**src/rtl/i2cbm_pkg.sv**
```systemverilog
// Package: shared types for the bus-busy monitor.
// Holds the sampled line pair so that every stage handles SCL and SDA together.
package i2cbm_pkg;

    // One sample of the two bus wires
    typedef struct packed {
        logic scl;
        logic sda;
    } i2cbm_lines_t;

    localparam int LINES_W = $bits(i2cbm_lines_t);

endpackage

```
**src/rtl/i2cbm_sync.sv**
```systemverilog
// Module: i2cbm_sync
// Multi-stage flop chain that brings asynchronous bus wires into the clk domain.
// Assumes the idle bus level is all ones, so reset presets every stage high.
module i2cbm_sync #(
    parameter int STAGES = 2,
    parameter int WIDTH  = 2
) (
    input  logic             clk,
    input  logic             rst_n,
    input  logic [WIDTH-1:0] d,
    output logic [WIDTH-1:0] q
);

    logic [WIDTH-1:0] stage_q [STAGES];

    for (genvar i = 0; i < STAGES; i++) begin : g_stage
        logic [WIDTH-1:0] stage_in;

        if (i == 0) begin : g_first
            assign stage_in = d;
        end else begin : g_next
            assign stage_in = stage_q[i-1];
        end

        // Shift one stage per clock and preset to idle-high on reset
        always_ff @(posedge clk) begin
            if (!rst_n) begin
                stage_q[i] <= '1;
            end else begin
                stage_q[i] <= stage_in;
            end
        end
    end

    assign q = stage_q[STAGES-1];

endmodule

```
**src/rtl/i2cbm_cond_detect.sv**
```systemverilog
// Module: i2cbm_cond_detect
// Compares each synchronized line sample with the one before it and flags
// START and STOP events. Assumes the input is already in the clk domain.
// SCL must be high in both samples, so an SDA change that coincides with an
// SCL change is not treated as an event.
module i2cbm_cond_detect
    import i2cbm_pkg::*;
(
    input  logic         clk,
    input  logic         rst_n,
    input  i2cbm_lines_t cur,
    output logic         start_hit,
    output logic         stop_hit
);

    i2cbm_lines_t prev_q;
    logic         scl_held_high;

    // Keep the previous sample. It follows the lines even while disabled
    always_ff @(posedge clk) begin
        if (!rst_n) begin
            prev_q <= '{scl: 1'b1, sda: 1'b1};
        end else begin
            prev_q <= cur;
        end
    end

    // Recognise SDA edges that happen while SCL stays high
    always_comb begin
        scl_held_high = prev_q.scl & cur.scl;
        start_hit     = scl_held_high &  prev_q.sda & ~cur.sda;
        stop_hit      = scl_held_high & ~prev_q.sda &  cur.sda;
    end

endmodule

```
**src/rtl/i2cbm_flag.sv**
```systemverilog
// Module: i2cbm_flag
// Holds the busy and validity state and registers the one-cycle event pulses.
// Assumes start_hit and stop_hit are never high together. run_en low acts as
// a soft reset: state is cleared and events are dropped.
module i2cbm_flag (
    input  logic clk,
    input  logic rst_n,
    input  logic run_en,
    input  logic start_hit,
    input  logic stop_hit,
    output logic busy,
    output logic busy_valid,
    output logic start_pulse,
    output logic stop_pulse
);

    // Register the pulses and update the flag and its validity
    always_ff @(posedge clk) begin
        if (!rst_n || !run_en) begin
            busy        <= 1'b0;
            busy_valid  <= 1'b0;
            start_pulse <= 1'b0;
            stop_pulse  <= 1'b0;
        end else begin
            start_pulse <= start_hit;
            stop_pulse  <= stop_hit;
            if (start_hit) begin
                busy <= 1'b1;
            end else if (stop_hit) begin
                busy <= 1'b0;
            end
            if (start_hit || stop_hit) begin
                busy_valid <= 1'b1;
            end
        end
    end

endmodule

```
**src/rtl/i2c_busy_monitor.sv**
```systemverilog
// Module: i2c_busy_monitor
// Top level of the bus-busy monitor. It synchronizes SCL and SDA, detects START
// and STOP, and keeps the busy flag with its validity indicator.
// Assumes the raw lines are asynchronous to clk and idle high.
module i2c_busy_monitor
    import i2cbm_pkg::*;
#(
    parameter int SYNC_STAGES = 2
) (
    input  logic clk,
    input  logic rst_n,
    input  logic run_en,
    input  logic scl_in,
    input  logic sda_in,
    output logic busy,
    output logic busy_valid,
    output logic start_pulse,
    output logic stop_pulse
);

    i2cbm_lines_t raw_lines;
    i2cbm_lines_t sync_lines;
    logic         start_hit;
    logic         stop_hit;

    // Pack the raw wires into the shared line type
    always_comb begin
        raw_lines.scl = scl_in;
        raw_lines.sda = sda_in;
    end

    i2cbm_sync #(
        .STAGES (SYNC_STAGES),
        .WIDTH  (LINES_W)
    ) u_sync (
        .clk   (clk),
        .rst_n (rst_n),
        .d     (raw_lines),
        .q     (sync_lines)
    );

    i2cbm_cond_detect u_detect (
        .clk       (clk),
        .rst_n     (rst_n),
        .cur       (sync_lines),
        .start_hit (start_hit),
        .stop_hit  (stop_hit)
    );

    i2cbm_flag u_flag (
        .clk         (clk),
        .rst_n       (rst_n),
        .run_en      (run_en),
        .start_hit   (start_hit),
        .stop_hit    (stop_hit),
        .busy        (busy),
        .busy_valid  (busy_valid),
        .start_pulse (start_pulse),
        .stop_pulse  (stop_pulse)
    );

endmodule

```
**config.mk**
```make
export PLATFORM = sky130hd
export DESIGN_NAME = i2c_busy_monitor
export DESIGN_NICKNAME = d
export VERILOG_FILES = /design/src/rtl/i2cbm_pkg.sv /design/src/rtl/i2cbm_sync.sv /design/src/rtl/i2cbm_cond_detect.sv /design/src/rtl/i2cbm_flag.sv /design/src/rtl/i2c_busy_monitor.sv
export SDC_FILE = /design/constraint.sdc
export NUM_CORES = 1
export LEC_CHECK = 0
export ABC_AREA = 1
export BUFFER_PORTS_ARGS = -buffer_cell sky130_fd_sc_hd__buf_2
export CAP_MARGIN = 40
export CORE_AREA = 2 2 39 41
export CTS_CLUSTER_DIAMETER = 30
export DETAILED_ROUTE_END_ITERATION = 7
export DIE_AREA = 0 0 41 43
export SYNTH_ARGS = -nofsm -noshare
export SYNTH_HDL_FRONTEND = slang
export SYNTH_SLANG_ARGS = --single-unit
```
**constraint.sdc**
```tcl
create_clock -name clk -period 1.7 [get_ports clk]
set_input_delay 0.34 -clock clk [delete_from_list [all_inputs] [get_ports clk]]
set_output_delay 0.34 -clock clk [all_outputs]
set_load 0.02 [all_outputs]
```
; Yosys cells after proc, flatten, opt, wreduce, memory -nomap -nowiden
; Memory sizes are Yosys's and may differ from the RTL's.
; Index checks and enable logic that the tools add are counted.
; Widths: inputs -> output; s select.
[op_classes]
mux = 6
bitwise_logic = 9
reduce_logical = 5
[op_table]
columns = operator, count
row1 = $and 1x1->1, 5
row2 = $mux 1, 4
row3 = $mux 2, 2
row4 = $logic_not 1->1, 2
row5 = $logic_or 1x1->1, 2
row6 = $not 1->1, 2
row7 = $or 1x1->1, 2
row8 = $reduce_bool 2->1, 1
[totals]
register_bits = 6
ram_bits = 4
inputBits = 5
output_inout_bits = 4
wordCells = 27
mem_count = 1
[memory_table]
columns = name, depth, width, rd, rd_ports_with_merged_regs, write_ports, line
row1 = u_sync.stage_q, 2, 2, 2, 0, 2, i2cbm_sync.sv:14  ; logic [WIDTH-1:0] stage_q [STAGES];

; Longest topological paths before layout
[logic_depth]
word_depth = 5
ltp_mapped = 5
depth_no_buf = 5

; By module
; A second synthesis with hierarchy kept.
[hier_totals]
hier_cells = 42
area_unflattened_um2 = 322.8
[modules_own_cells]
columns = mod, instances, cells_each, area_each_um2, seq_area_each_um2
row1 = i2cbm_flag, 1, 18, 135.1, 80.1
row2 = i2cbm_sync, 1, 12, 110.1, 80.1
row3 = i2cbm_cond_detect, 1, 12, 77.6, 40.0

; Worst setup path before layout
; OpenSTA, ideal clock, no wires.
[synth_path]
path_type = flip-flop to output port
startpoint = register u_flag.busy_valid
endpoint = output busy_valid
arrival_time_ns = 0.411
required_ns = 1.360
slack_ns = 0.949
stages_incl_launch_ff = 1
path_buffers = 0
path_cell_list = dfxtp_1
[synth_lines]
columns = item, line
row1 = "start, declared", i2cbm_flag.sv:12  ; output logic busy_valid,
row2 = "start signal, assigned", i2cbm_flag.sv:21  ; busy_valid <= 1'b0;
row3 = "start signal, assigned", i2cbm_flag.sv:33  ; busy_valid <= 1'b1;
row4 = "end, declared", i2c_busy_monitor.sv:16  ; output logic busy_valid,
; No word-level cell between the ends.

; Worst setup path after layout
[layout_path]
startpoint = register u_flag.busy_valid
endpoint = output busy_valid
; No word-level cell between the ends.

==> summary.txt <==
Synthesis
  – Syn_nets: 42
  – Mapped cell area: about 330 µm²
  – Synth cell count leaders: dfxtp_1, inv_1, nand2_1
  – FF+latch count, synth: 10
  – Synth top area share: 60.4%
  – Syn_area_per_cell: 8.96 µm²
  – Area leader, netlist: dfxtp_1
  – Count leader, synth: dfxtp_1
  – Ys Warns: 0
  – Gate Count Post-Synth: 37
  – Ys async rst share: 0%
  – Post-synthesis sequential area ratio: 60.4%
  – Post-synth cell types: 10
  – Synth area leaders: dfxtp_1, or2_1, inv_1
  – Synth Flop Type: dfxtp_1
  – Number of synthesized flops with an enable pin: 0

Clock network
  – Post-CTS setup buffers: 0
  – Hold Buf Count CTS: 0
  – CTS tree: built
  – PostCTS Resize Cnt: 0
  – H-tree depth: 1
  – Clk slew on worst S/H paths: around 0.060 ns
  – CTS max path bufs: 2
  – Clock Latency Late Sink: about 0.26 ns
  – TritonCTS buffer count: 3
  – Sink Count: 10
  – Root Driver: clkbuf_4

Global route
  – First-pass GRT wire length: 786 µm
  – Gr ovfl total: 0
  – Vias in the first global route: 208
  – Largest net degree at the start of global routing: 7
  – Gr usage total: ~7.7%
  – Initial antenna violation count: 0

Hold path
  – Hold Path Class: in -> reg
  – Hold path start: scl_in

STA
  – Final hold viol count: 0
  – Final setup vio count: 0
  – Rel. slew slack: between 90 and 100%
  – Fmax: between 0.9 and 1 GHz
  – Max Transition Viols Final: 0
  – RSZ-0062 raised after global routing: false
  – WHS: around 0.26 ns
  – Min Clock Period, post-route: about 1.1 ns
  – Final period util: 64.5%
  – Least-Margin Pin Slew: roughly 0.11 ns
  – Final setup TNS: 0 ns
  – Clock skew: about 0.0034 ns

Route
  – Vias per cell: 3.66
  – 1st-iter DRT viols: 0
  – Final ANT Viol Nets: 0
  – DRT Pass-1 Iters: 1
  – DR WL/cell: roughly 7.1 µm
  – Total routed wirelength: 455 µm
  – Vias: 234
  – DRC: 0

Placed design
  – GPL Wtd Cong: ~0.67
  – Dpl cell area: ~400 µm²
  – PortBufs: 8
  – DP HPWL: ~330 µm

Die
  – Initial Utilization: 24.0%
  – DIE AREA: ~1800 µm²
  – Die W: between 40 and 50 µm
  – CORE AREA: around 1400 µm²
  – Chip height: ~43 µm
  – I/O pins: 9
  – Standard-cell rows: 14

Pwr
  – Total Power: ~420 µW
  – Max VDD drop: between 0.4 and 0.5 mV
  – Leak: between 0.0002 and 0.00025 µW
  – Pwr per Cell Area: ~1000 nW/µm²

Finish
  – Synthesis-to-finish area growth: 24.9%
  – Layout cells sized above 1: a little over a third
  – Cell area after layout: 414 µm²
  – Final core utilization: between 20% and 30%
  – Antenna diode count: 0
  – Layout Nets: between 50 and 60

Flow run
  – Max-cap viol count: 0

Worst setup path
  – Delay-heaviest family, CP: flip-flops
  – CP max stage cell: dfxtp_1
  – CP startpoint kind: flop
  – CP arrival: around 0.76 ns
  – Worst setup startpoint: u_flag.busy_valid$_SDFFE_PP0P_
  – Worst setup EP type: primary output
  – Crit-path max cell delay: 0.33 ns
  – Crit path buffers/inverters: 1
  – Crit Path Max Fanout: 2
  – Worst r2r src: u_sync.stage_q[1][1]$_SDFF_PN1_
  – Reg2Reg Setup Slack: 0.97 ns
  – Critical-path cell list: buf_2
  – Critical path type: reg -> out
  – Critical Path RT: ~1.4 ns

Outcome
  – Outcome: completed
[sequential cells by signal, indices dropped and copies added, names as in the netlist]
register / cells
u_sync.stage_q: 4
u_detect.prev_q: 2
u_flag.busy: 1
u_flag.busy_valid: 1
u_flag.start_pulse: 1
u_flag.stop_pulse: 1
[cell type report]
cell class              count  area (µm²)
well taps                  16        20.0
multi-input cells          19         101
flip-flops and latches     10         200
clock buffers               3        22.5
inverters                   8        30.0
fillers                   157         970
repair buffers              8        40.0
[path summary, 6_finish.rpt]
| check | cells past startpoint | end |
|---|---|---|
| max | 1 | busy_valid |
| min | 2 | u_sync.stage_q[0][1]$_SDFF_PN1_ |
| max reg2reg | 4 | u_flag.busy_valid$_SDFFE_PP0P_ |
| min reg2reg | 1 | u_sync.stage_q[1][1]$_SDFF_PN1_ |
[per-stage QoR]
step / setup slack, ns / cells
2_1_floorplan: 0.949 / 37
4_1_cts: 0.581 / 64
3_3_place_gp: 0.832 / 61
5_1_grt: 0.543 / 64
6_report: 0.604 / 64
3_5_place_dp: 0.818 / 61
[per-layer routing]
metal | global-route usage [%] | routed length [µm]
met2 | 9.38 | 198
met4 | 6.00 | 12
met5 | 0 | 0
met1 | 7.21 | 197
met3 | 7.85 | 46
[power breakdown]
part           total (µW)  internal, µW  switching, µW  leakage, µW
logic                24.3          10.7           13.6     0.000133
registers             245           242           2.59    0.0000819
clock network         154          81.4           72.8    0.0000138
[kinds of logic after synthesis]
| logic type | after synthesis | synth area share [%] |
|---|---|---|
| AND/OR/NAND/NOR | 19 | 30.6 |
| flip-flops | 10 | 60.4 |
| buffers and inverters | 8 | 9.06 |
[layout by cell type, fill, tap and decap left out]
cell,instances
clkbuf_4,3
nor2_2,3
or2_1,5
nor2_1,1
nand2_2,1
nand3_1,1
dfxtp_1,10
inv_2,1
buf_2,8
inv_1,7
nand2_1,7
nand3_2,1
No activity file was read; power rests on OpenSTA's default activity.
